**src/rtl/pwr_state_pkg.sv**
```systemverilog
// Shared types for the power domain state request controller.
// Assumes: every module includes this package before use.
package pwr_state_pkg;
    typedef enum logic [1:0] {
        PH_IDLE   = 2'd0,
        PH_WAIT   = 2'd1,
        PH_CHANGE = 2'd2
    } phase_t;

    typedef enum logic {
        SRC_SW = 1'b0,
        SRC_HW = 1'b1
    } src_t;
endpackage

```
**src/rtl/pwr_req_check.sv**
```systemverilog
// Combinational check of a requested state against the current state.
// Flags mixed power-up/power-down changes and a core-on/XIP-off result.
// For an invalid request it builds a safe target: power-up bits only, and
// XIP forced on whenever the core ends up on.
// Assumes: the current state is itself a legal combination.
module pwr_req_check #(
    parameter int NUM_DOM  = 4,
    parameter int CORE_BIT = 3,
    parameter int XIP_BIT  = 2
) (
    input  logic [NUM_DOM-1:0] cur_state,
    input  logic [NUM_DOM-1:0] req_state,
    output logic               invalid,
    output logic [NUM_DOM-1:0] target
);
    logic [NUM_DOM-1:0] up_bits;
    logic [NUM_DOM-1:0] dn_bits;
    logic [NUM_DOM-1:0] safe;

    // Per-domain change direction: 1->0 powers up, 0->1 powers down.
    for (genvar d = 0; d < NUM_DOM; d++) begin : g_dir
        assign up_bits[d] =  cur_state[d] & ~req_state[d];
        assign dn_bits[d] = ~cur_state[d] &  req_state[d];
    end

    // Validity and applied target selection.
    always_comb begin
        invalid = ((|up_bits) && (|dn_bits)) ||
                  (!req_state[CORE_BIT] && req_state[XIP_BIT]);
        safe = cur_state & ~up_bits;
        if (!safe[CORE_BIT]) begin
            safe[XIP_BIT] = 1'b0;
        end
        target = invalid ? safe : req_state;
    end
endmodule

```
**src/rtl/pwr_seq_fsm.sv**
```systemverilog
// Phase sequencer: idle, waiting for evaluation or for the processors to
// halt, and changing while the external sequencer works. Holds the current,
// requested and target states and the source of the pending request.
// Assumes: accept is only raised in the idle or waiting phase.
module pwr_seq_fsm
    import pwr_state_pkg::*;
#(
    parameter int NUM_DOM  = 4,
    parameter int CORE_BIT = 3,
    parameter int XIP_BIT  = 2
) (
    input  logic               clk,
    input  logic               rst_n,
    input  logic               accept,
    input  src_t               src_in,
    input  logic [NUM_DOM-1:0] new_req,
    input  logic [NUM_DOM-1:0] new_target,
    input  logic               cpu_halted,
    input  logic               seq_done,
    output phase_t             phase,
    output src_t               pend_src,
    output logic [NUM_DOM-1:0] cur_q,
    output logic [NUM_DOM-1:0] req_q,
    output logic [NUM_DOM-1:0] tgt_q
);
    logic core_down;

    // Target turns the switched core domain off.
    assign core_down = tgt_q[CORE_BIT] & ~cur_q[CORE_BIT];

    // Phase progression and state capture.
    always_ff @(posedge clk) begin
        if (!rst_n) begin
            phase    <= PH_IDLE;
            pend_src <= SRC_SW;
            cur_q    <= '1;
            req_q    <= '0;
            tgt_q    <= '1;
        end else if (accept) begin
            req_q    <= new_req;
            tgt_q    <= new_target;
            pend_src <= src_in;
            phase    <= PH_WAIT;
        end else begin
            case (phase)
                PH_WAIT: begin
                    if (tgt_q == cur_q) begin
                        phase <= PH_IDLE;
                    end else if (!core_down || cpu_halted) begin
                        phase <= PH_CHANGE;
                    end
                end
                PH_CHANGE: begin
                    if (seq_done) begin
                        cur_q <= tgt_q;
                        phase <= PH_IDLE;
                    end
                end
                default: phase <= PH_IDLE;
            endcase
        end
    end

    AST_HALT_GATE: assert property (@(posedge clk) disable iff (!rst_n)
        (phase == PH_WAIT && core_down && !cpu_halted && !accept) |=> (phase != PH_CHANGE));

    AST_CUR_ON_DONE: assert property (@(posedge clk) disable iff (!rst_n)
        !$stable(cur_q) |-> ($past(seq_done) && $past(phase) == PH_CHANGE));

    AST_SAFE_TARGET: assert property (@(posedge clk) disable iff (!rst_n)
        (phase == PH_CHANGE) |-> !(!tgt_q[CORE_BIT] && tgt_q[XIP_BIT]));
endmodule

```
**src/rtl/pwr_status_flags.sv**
```systemverilog
// Sticky status flags: request-ignored and busy-reject (W1C, set wins),
// and per-source error flags refreshed on every accepted request.
// Assumes: sw_wr is already masked off during a transition.
module pwr_status_flags (
    input  logic clk,
    input  logic rst_n,
    input  logic sw_wr,
    input  logic clr_ign,
    input  logic clr_busy,
    input  logic set_ign,
    input  logic set_busy,
    input  logic acc_sw,
    input  logic acc_hw,
    input  logic chk_bad,
    output logic ign_q,
    output logic busy_q,
    output logic bad_sw_q,
    output logic bad_hw_q
);
    // W1C flags with set priority.
    always_ff @(posedge clk) begin
        if (!rst_n) begin
            ign_q  <= 1'b0;
            busy_q <= 1'b0;
        end else begin
            if (set_ign)                 ign_q  <= 1'b1;
            else if (sw_wr && clr_ign)   ign_q  <= 1'b0;
            if (set_busy)                busy_q <= 1'b1;
            else if (sw_wr && clr_busy)  busy_q <= 1'b0;
        end
    end

    // Per-source error flags follow that source's latest accepted request.
    always_ff @(posedge clk) begin
        if (!rst_n) begin
            bad_sw_q <= 1'b0;
            bad_hw_q <= 1'b0;
        end else begin
            if (acc_sw) bad_sw_q <= chk_bad;
            if (acc_hw) bad_hw_q <= chk_bad;
        end
    end

    AST_IGN_CAUSE: assert property (@(posedge clk) disable iff (!rst_n)
        $rose(ign_q) |-> $past(set_ign));

    AST_SET_WINS: assert property (@(posedge clk) disable iff (!rst_n)
        set_busy |=> busy_q);
endmodule

```
**src/rtl/pwr_state_ctrl.sv**
```systemverilog
// Top of the power domain state request controller. Arbitrates software
// writes against hardware requests, checks the chosen request, and drives
// the phase sequencer and the status flags. Assembles the status word.
// Assumes: seq_done is only raised while seq_req is high.
module pwr_state_ctrl
    import pwr_state_pkg::*;
#(
    parameter int NUM_DOM  = 4,
    parameter int CORE_BIT = 3,
    parameter int XIP_BIT  = 2
) (
    input  logic                   clk,
    input  logic                   rst_n,
    input  logic                   wr_en,
    input  logic [2*NUM_DOM+7:0]   wr_data,
    output logic [2*NUM_DOM+7:0]   rd_data,
    input  logic                   hw_req_valid,
    input  logic [NUM_DOM-1:0]     hw_req_state,
    input  logic                   cpu_halted,
    output logic                   seq_req,
    output logic [NUM_DOM-1:0]     seq_state,
    input  logic                   seq_done
);
    localparam int STW      = 2*NUM_DOM + 8;
    localparam int REQ_LSB  = NUM_DOM;
    localparam int FLAG_LSB = 2*NUM_DOM;
    localparam int GO_BIT   = STW - 1;

    phase_t             phase;
    src_t               pend_src;
    logic [NUM_DOM-1:0] cur_q, req_q, tgt_q;
    logic [NUM_DOM-1:0] new_req, chk_target;
    logic               chk_bad;
    logic               sw_wr, sw_go;
    logic               acc_sw, acc_hw, accept, set_ign, set_busy;
    logic               ign_q, busy_q, bad_sw_q, bad_hw_q;

    // Writes are locked out during a transition.
    assign sw_wr = wr_en && (phase != PH_CHANGE);
    assign sw_go = sw_wr && wr_data[GO_BIT];

    // Source arbitration per phase.
    always_comb begin
        acc_sw   = 1'b0;
        acc_hw   = 1'b0;
        set_ign  = 1'b0;
        set_busy = 1'b0;
        case (phase)
            PH_IDLE: begin
                if (hw_req_valid) begin
                    acc_hw  = 1'b1;
                    set_ign = sw_go;
                end else begin
                    acc_sw  = sw_go;
                end
            end
            PH_WAIT: begin
                set_busy = hw_req_valid;
                if (sw_go) begin
                    if (pend_src == SRC_SW) acc_sw  = 1'b1;
                    else                    set_ign = 1'b1;
                end
            end
            default: set_busy = hw_req_valid;
        endcase
    end

    assign accept  = acc_sw | acc_hw;
    assign new_req = acc_hw ? hw_req_state : wr_data[REQ_LSB +: NUM_DOM];

    pwr_req_check #(
        .NUM_DOM (NUM_DOM),
        .CORE_BIT(CORE_BIT),
        .XIP_BIT (XIP_BIT)
    ) u_check (
        .cur_state(cur_q),
        .req_state(new_req),
        .invalid  (chk_bad),
        .target   (chk_target)
    );

    pwr_seq_fsm #(
        .NUM_DOM (NUM_DOM),
        .CORE_BIT(CORE_BIT),
        .XIP_BIT (XIP_BIT)
    ) u_fsm (
        .clk       (clk),
        .rst_n     (rst_n),
        .accept    (accept),
        .src_in    (acc_hw ? SRC_HW : SRC_SW),
        .new_req   (new_req),
        .new_target(chk_target),
        .cpu_halted(cpu_halted),
        .seq_done  (seq_done),
        .phase     (phase),
        .pend_src  (pend_src),
        .cur_q     (cur_q),
        .req_q     (req_q),
        .tgt_q     (tgt_q)
    );

    pwr_status_flags u_flags (
        .clk     (clk),
        .rst_n   (rst_n),
        .sw_wr   (sw_wr),
        .clr_ign (wr_data[FLAG_LSB]),
        .clr_busy(wr_data[FLAG_LSB+1]),
        .set_ign (set_ign),
        .set_busy(set_busy),
        .acc_sw  (acc_sw),
        .acc_hw  (acc_hw),
        .chk_bad (chk_bad),
        .ign_q   (ign_q),
        .busy_q  (busy_q),
        .bad_sw_q(bad_sw_q),
        .bad_hw_q(bad_hw_q)
    );

    // Status word and sequencer handshake.
    assign rd_data   = {2'b00, (phase == PH_CHANGE), (phase == PH_WAIT),
                        bad_hw_q, bad_sw_q, busy_q, ign_q, req_q, cur_q};
    assign seq_req   = (phase == PH_CHANGE);
    assign seq_state = tgt_q;

    AST_SEQ_HOLD: assert property (@(posedge clk) disable iff (!rst_n)
        (seq_req && !seq_done) |=> (seq_req && $stable(seq_state)));

    AST_WRITE_LOCK: assert property (@(posedge clk) disable iff (!rst_n)
        (phase == PH_CHANGE) |=> $stable(req_q));
endmodule

```
**config.mk**
```make
export PLATFORM = sky130hd
export DESIGN_NAME = pwr_state_ctrl
export DESIGN_NICKNAME = d
export VERILOG_FILES = /design/src/rtl/pwr_state_pkg.sv /design/src/rtl/pwr_req_check.sv /design/src/rtl/pwr_seq_fsm.sv /design/src/rtl/pwr_status_flags.sv /design/src/rtl/pwr_state_ctrl.sv
export SDC_FILE = /design/constraint.sdc
export NUM_CORES = 1
export LEC_CHECK = 0
export BUFFER_PORTS_ARGS = -buffer_cell sky130_fd_sc_hd__buf_2
export CAP_MARGIN = 20
export CORE_ASPECT_RATIO = 1.5
export CORE_MARGIN = 2
export CORE_UTILIZATION = 24
export DETAILED_ROUTE_END_ITERATION = 10
export GPL_ROUTABILITY_DRIVEN = 0
export HOLD_SLACK_MARGIN = 0.03
export PLACE_DENSITY = 0.56
export SLEW_MARGIN = 5
export SYNTH_ARGS = -nofsm -noshare
export SYNTH_HDL_FRONTEND = slang
export SYNTH_SLANG_ARGS = --single-unit
```
**constraint.sdc**
```tcl
create_clock -name clk -period 2.65 [get_ports clk]
set_clock_uncertainty 0.05 [all_clocks]
set_input_delay 0.53 -clock clk [delete_from_list [all_inputs] [get_ports clk]]
set_output_delay 0.53 -clock clk [all_outputs]
set_load 0.05 [all_outputs]
```
# After elaboration in Yosys (flattened, before gate mapping)
# Cells that the tools add are included.
classes:
  eq_ne: 8
  n_mux: 24
  bitwise_logic: 22
  reduce_logical: 19
ops:
  columns: ["op", "n"]
  rows:
  - ["two-way mux 1 bit", 16]
  - ["NOT 1 bit", 10]
  - ["bitwise AND 1 bit", 9]
  - ["two-way mux 4 bit", 2]
  - ["OR reduction 4 bit", 2]
  - ["logical AND 1 bit", 6]
  - ["two-way mux 2 bit", 3]
  - ["!= test 3 x 1 -> 1 bit (second input constant)", 2]
  - ["bitwise AND 4 bit", 1]
  - ["equality test 4 bit", 1]
  - ["!= test 4 x 1 -> 1 bit (second input constant)", 1]
  - ["NOT 4 bit", 1]
  - ["case mux 1 bit (2 select lines)", 2]
  - ["case mux 2 bit (2 select lines)", 1]
  - ["AND reduction 2 bit", 2]
  - ["nonzero test 2 bit", 2]
  - ["AND reduction 3 bit", 1]
  - ["equality test 2 x 1 -> 1 bit (second input constant)", 1]
  - ["equality test 2 bit (second input constant)", 1]
  - ["zero test 1 bit", 2]
  - ["zero test 2 bit", 1]
  - ["logical OR 1 bit", 2]
  - ["!= test 2 x 1 -> 1 bit (second input constant)", 1]
  - ["!= test 2 bit (second input constant)", 1]
  - ["other kinds (2)", 2]
totals:
  regBits: 19
  out_inout_bits: 21

# Logic depth before layout (Yosys ltp)
logic_depth:
  ltp_word: 9
  depth_mapped: 7
  ltp_nobuf: 7

# By module
# Synthesis repeated with hierarchy kept, for this count alone.
unflattened:
  cells_unflattened: 121
  hier_area_um2: 1121.1
by_module_without_submodules:
  columns: ["module", "instances", "cells_per_inst", "area_per_inst_um2"]
  rows:
  - ["pwr_seq_fsm", 1, 61, 633.1]
  - ["pwr_state_ctrl", 1, 25, 202.7]
  - ["pwr_req_check", 1, 21, 142.6]
  - ["pwr_status_flags", 1, 14, 142.6]

# Worst setup path before layout
# Ideal clock, no wire load.
synth_timing:
  kind: "reg2out"
  from: "register u_fsm.phase[1]"
  to: "output rd_data[13]"
  arrival_time_ps: 1438
  t_required_ps: 2070
  slack_ps: 632
  stages_incl_launch_ff: 5
  n_path_buf: 2
  cell_sequence: "dfxtp_1 > clkbuf_1 > nand2b_1 > inv_1 > buf_4"
synth_via:
  elab_chain_cells: 1
synth_lines:
  columns: ["element", "line", "rtl"]
  rows:
  - ["start: declaration", "pwr_seq_fsm.sv:20", "output phase_t phase,"]
  - ["start signal: assignment", "pwr_seq_fsm.sv:34", "phase <= PH_IDLE;"]
  - ["start signal: assignment", "pwr_seq_fsm.sv:43", "phase <= PH_WAIT;"]
  - ["start signal: assignment", "pwr_seq_fsm.sv:48", "phase <= PH_IDLE;"]
  - ["equality test 2 bit", null, null]
  - ["end: declaration", "pwr_state_ctrl.sv:16", "output logic [2*NUM_DOM+7:0] rd_data,"]
# Every way passes these cells.

# Worst setup path after layout
layout_timing:
  from: "register u_fsm.phase[1]"
  to: "output seq_req"
layout_via:
  elab_chain_cells: 1
layout_lines:
  columns: ["element", "line", "rtl"]
  rows:
  - ["equality test 2 bit", "pwr_state_ctrl.sv:122", "assign seq_req = (phase == PH_CHANGE);"]
  - ["end: declaration", "pwr_state_ctrl.sv:20", "output logic seq_req,"]
# Every way passes these cells.

==> summary.md <==
| Metric | Value |
|---|---|
| Result of the run | complete, no violations |
| Final critical-path required period | 2.11 ns |
| Io pins | 47 |
| Top library cells by usage in the layout, fill and taps aside | 35 x sky130_fd_sc_hd__buf_2, 19 x sky130_fd_sc_hd__nand2b_1, 19 x sky130_fd_sc_hd__dfxtp_1 |
| Count of antenna diodes in the layout | 0 |
| Min-Delay Startpoint | u_flags.busy_q |
| Buffer cell driving the clock tree root | sky130_fd_sc_hd__clkbuf_8 |
| Area fraction in compound gates after synthesis | 0.145 |
| Clock group share of total power | 0.246 |
| Power density relative to cell area | 572 nW/um2 |
| Proportion of layout cells with a drive suffix above 1 | 0.244 |
| Count of buffers added by post-CTS timing repair for setup | 0 |
| Relative contribution of combinational cells to total power | 0.336 |
| Max Root-Sink Buffers | 2 |
| TritonCTS sink count | 19 |
| Number of nets in the finished design | 204 |
| Highest Clock Rate | 473 MHz |
| Fraction of power spent switching nets | 0.384 |
| Cts-stage hold buffer count | 0 |
| Final period utilization | 0.798 |
| Die area | 5580 um2 |
| # Max-Cap Violations | 0 |
| Crit path DAT | about 1.5 ns |
| Worst Setup Slack, final | 0.536 ns |
| Largest cells by area after synthesis | sky130_fd_sc_hd__dfxtp_1 32%, sky130_fd_sc_hd__mux2i_1 12%, sky130_fd_sc_hd__nand2b_1 9.9% |
| Critical Path Fanout Max | 12 |
| Clock edge transition at the registers on the reported setup and hold paths | 0.07 ns |
| Synthesized area divided by synthesized cell count | 8.14 um2 |
| Number of synthesis warnings | 0 |
| Total gr overflow | 0 |
| Largest family of logic cells by synthesized area | simple AND/OR/NAND/NOR gates |
| Port-buffer cells | 35 |
| Post-synthesis xor/xnor area fraction | 0.0220 |
| Worst min-delay path class | flop to flop |
| Pin count of the biggest net entering global routing | 19 |
| Synthesized-area fraction occupied by adder cells | 0.0105 |
| Peak supply drop | 0.000145 V |
| Dominant cell type by area after synthesis | sky130_fd_sc_hd__dfxtp_1 |
| Pre-Repair DR Iteration Count | 4 |
| Number of pins with negative max-slew slack in the final report | 0 |
| Post-synthesis cell type count | 35 |
| Final TNS setup | 0 ns |
| Estimated wirelength of the detail-placed design | approximately 2.4 mm |
| DRC violations left | 0 |
| Final ANT Viol Nets | 0 |
| TritonCTS clock tree | done |
| Detailed-route via count | 1092 |
| Detailed-route wire length | 3.02 mm |
| CTS HTree Levels | 1 |
| Fraction of synthesized area in multiplexers | 0.117 |
| TritonCTS Buffers | 3 |
| Internal cell power | 0.000502 W |
| Setup violation total in the final timing report | 0 |
| Synthesized-area fraction occupied by and/or/nand/nor cells | 0.293 |
| Unrepaired setup endpoints after global routing | no |
| FILL cells | 569 |
| DIE HEIGHT | between 90 and 100 um |
| Portion of synthesized cell area occupied by the leading cell type | 0.318 |
| Net switching power of the design | 0.000313 W |
| Final routed wire length divided by cell count | ~12 um |
| Number of flip-flops and latches in the synthesized netlist | 19 |
| Leakage dissipation | about 0.63 nW |
| Std-Cell Core Area | roughly 4800 um2 |
| Global-route wire length before repair | 4.82 mm |
| Starting density of the core | 0.249 |
| Critical path start-end classification | flop to output pin |
| Fraction of power consumed by sequential logic | 0.418 |
| Via count normalized by instance count | 4.51 |
| Commonest non-fill, non-tap cell in the layout | sky130_fd_sc_hd__buf_2 |
| Detailed router's first-iteration violation count | 23 |
| Number of antenna violations at the first check in global routing | 0 |
| Area delta synth->final | 19.1% |
| Hold Fails Final Rpt | 0 |
| Crit. End Element | output pin |
| Footprint of the multi-input gates | 711 um2 |
| Number of gates resized after cts | 0 |
| Combined area of all synthesized cells | 1200 um2 |
| Kind of start point of the critical path | flop |
| Share of synthesized area occupied by flip-flops and latches | 0.318 |
| Via count of the first global-routing pass | around 1000 |
| Start point of the critical path | u_fsm.phase[1] |
| Start of the worst register-to-register path | u_fsm.phase[1] |
| Die X | just over 60 um |
| Gate count of the mapped netlist | 147 |
| Skew-Pair Late Insertion Delay | 0.26 ns |
| Row cnt | 31 |
| Pre-CTS setup slack | between 0.5 and 0.6 ns |
| Storage element area | 380 um2 |
| Required arrival time at the worst endpoint | 2.07 ns |
| Combined global-route utilization of all metal layers | 0.114 |
## layer usage
layer / up-vias / GRT usage / wire length (um)
met5: - / 0 / 0
li1: 566 / - / -
met1: 495 / 0.127 / 1240
met4: 0 / 0.0496 / 62
met3: 5 / 0.0158 / 114
met2: 26 / 0.204 / 1610
## registers in the layout, summed over array words and instances, names as in the netlist
| register | cells |
|---|---|
| u_fsm.pend_src | 1 |
| u_fsm.cur_q | 4 |
| u_flags.busy_q | 1 |
| u_flags.bad_hw_q | 1 |
| u_fsm.tgt_q | 4 |
| u_flags.bad_sw_q | 1 |
| u_flags.ign_q | 1 |
| u_fsm.req_q | 4 |
| u_fsm.phase | 2 |
## per-stage QoR
step	hold slack [ns]	util	total power [W]	area (um2)	instances
after floorplan	0.387	-	0.000565	1200	148
after global placement	0.394	0.287	0.000620	1380	238
after detailed placement	0.398	0.287	0.000623	1380	238
after CTS	0.408	0.296	0.000823	1430	242
after global routing	0.442	0.296	0.000860	1430	242
final	0.404	0.296	0.000816	1430	242
## Yosys cell counts
| library cell | n |
|---|---|
| sky130_fd_sc_hd__nor3_1 | 4 |
| sky130_fd_sc_hd__and3_1 | 2 |
| sky130_fd_sc_hd__buf_6 | 2 |
| sky130_fd_sc_hd__o211ai_1 | 1 |
| sky130_fd_sc_hd__a31oi_1 | 2 |
| sky130_fd_sc_hd__nor4_2 | 2 |
| sky130_fd_sc_hd__a211oi_1 | 2 |
| sky130_fd_sc_hd__inv_1 | 5 |
| sky130_fd_sc_hd__ha_1 | 1 |
| sky130_fd_sc_hd__nand2_1 | 12 |
| sky130_fd_sc_hd__o31a_1 | 1 |
| sky130_fd_sc_hd__a221oi_1 | 2 |
| sky130_fd_sc_hd__nor2b_1 | 1 |
| sky130_fd_sc_hd__nand3_1 | 10 |
| sky130_fd_sc_hd__nand2b_1 | 19 |
| sky130_fd_sc_hd__clkinv_1 | 1 |
| sky130_fd_sc_hd__dfxtp_1 | 19 |
| sky130_fd_sc_hd__o21a_1 | 1 |
| sky130_fd_sc_hd__o41a_1 | 1 |
| sky130_fd_sc_hd__o22a_1 | 1 |
| sky130_fd_sc_hd__nor3b_1 | 1 |
| sky130_fd_sc_hd__nand3b_1 | 1 |
| sky130_fd_sc_hd__or2_1 | 1 |
| sky130_fd_sc_hd__o21ai_0 | 6 |
| sky130_fd_sc_hd__mux2i_1 | 14 |
| sky130_fd_sc_hd__or3_1 | 1 |
| sky130_fd_sc_hd__a21oi_1 | 8 |
| sky130_fd_sc_hd__or2_0 | 1 |
| sky130_fd_sc_hd__xor2_1 | 3 |
| sky130_fd_sc_hd__nor3b_2 | 1 |
| sky130_fd_sc_hd__buf_4 | 7 |
| sky130_fd_sc_hd__o21ai_1 | 3 |
| sky130_fd_sc_hd__clkbuf_1 | 3 |
| sky130_fd_sc_hd__nor2_1 | 7 |
| sky130_fd_sc_hd__conb_1 | 1 |
## worst max-delay path: stages, from the launching register on
cell and delay, ns:
sky130_fd_sc_hd__dfxtp_1 0.56, sky130_fd_sc_hd__nand2b_1 0.20, sky130_fd_sc_hd__inv_1 0.21, sky130_fd_sc_hd__buf_2 0.30
## layout make-up
cell class,instances,area share
multi-input combinational,111,0.499
sequential,19,0.267
timing repair buffer,36,0.128
tap,66,0.0579
clock buffer,3,0.0290
inverter,6,0.0158
clock inverter,1,0.00351
## path summary, 6_finish.rpt
check,to,slack [ns],cells after the start
min,u_flags.busy_q,0.40,2
max,seq_req,0.54,3
max reg2reg,u_flags.bad_hw_q,0.73,6
min reg2reg,u_flags.busy_q,0.40,2
## power groups by stage
stage                     sequential, W  clock [W]  combinational [W]
after global placement         0.000346          0           0.000274
final                          0.000341   0.000201           0.000274
after CTS                      0.000341   0.000206           0.000276
after detailed placement       0.000348          0           0.000275
after floorplan                0.000400          0           0.000165
after global routing           0.000345   0.000220           0.000296
## logic make-up after synthesis
kind of cell | count (synthesis)
simple gates | 63
other cells | 1
compound gates | 28
buf+inv | 18
mux | 14
xor+xnor | 3
fa+ha+maj | 1
flops | 19
(Power assumes the default switching activity.)
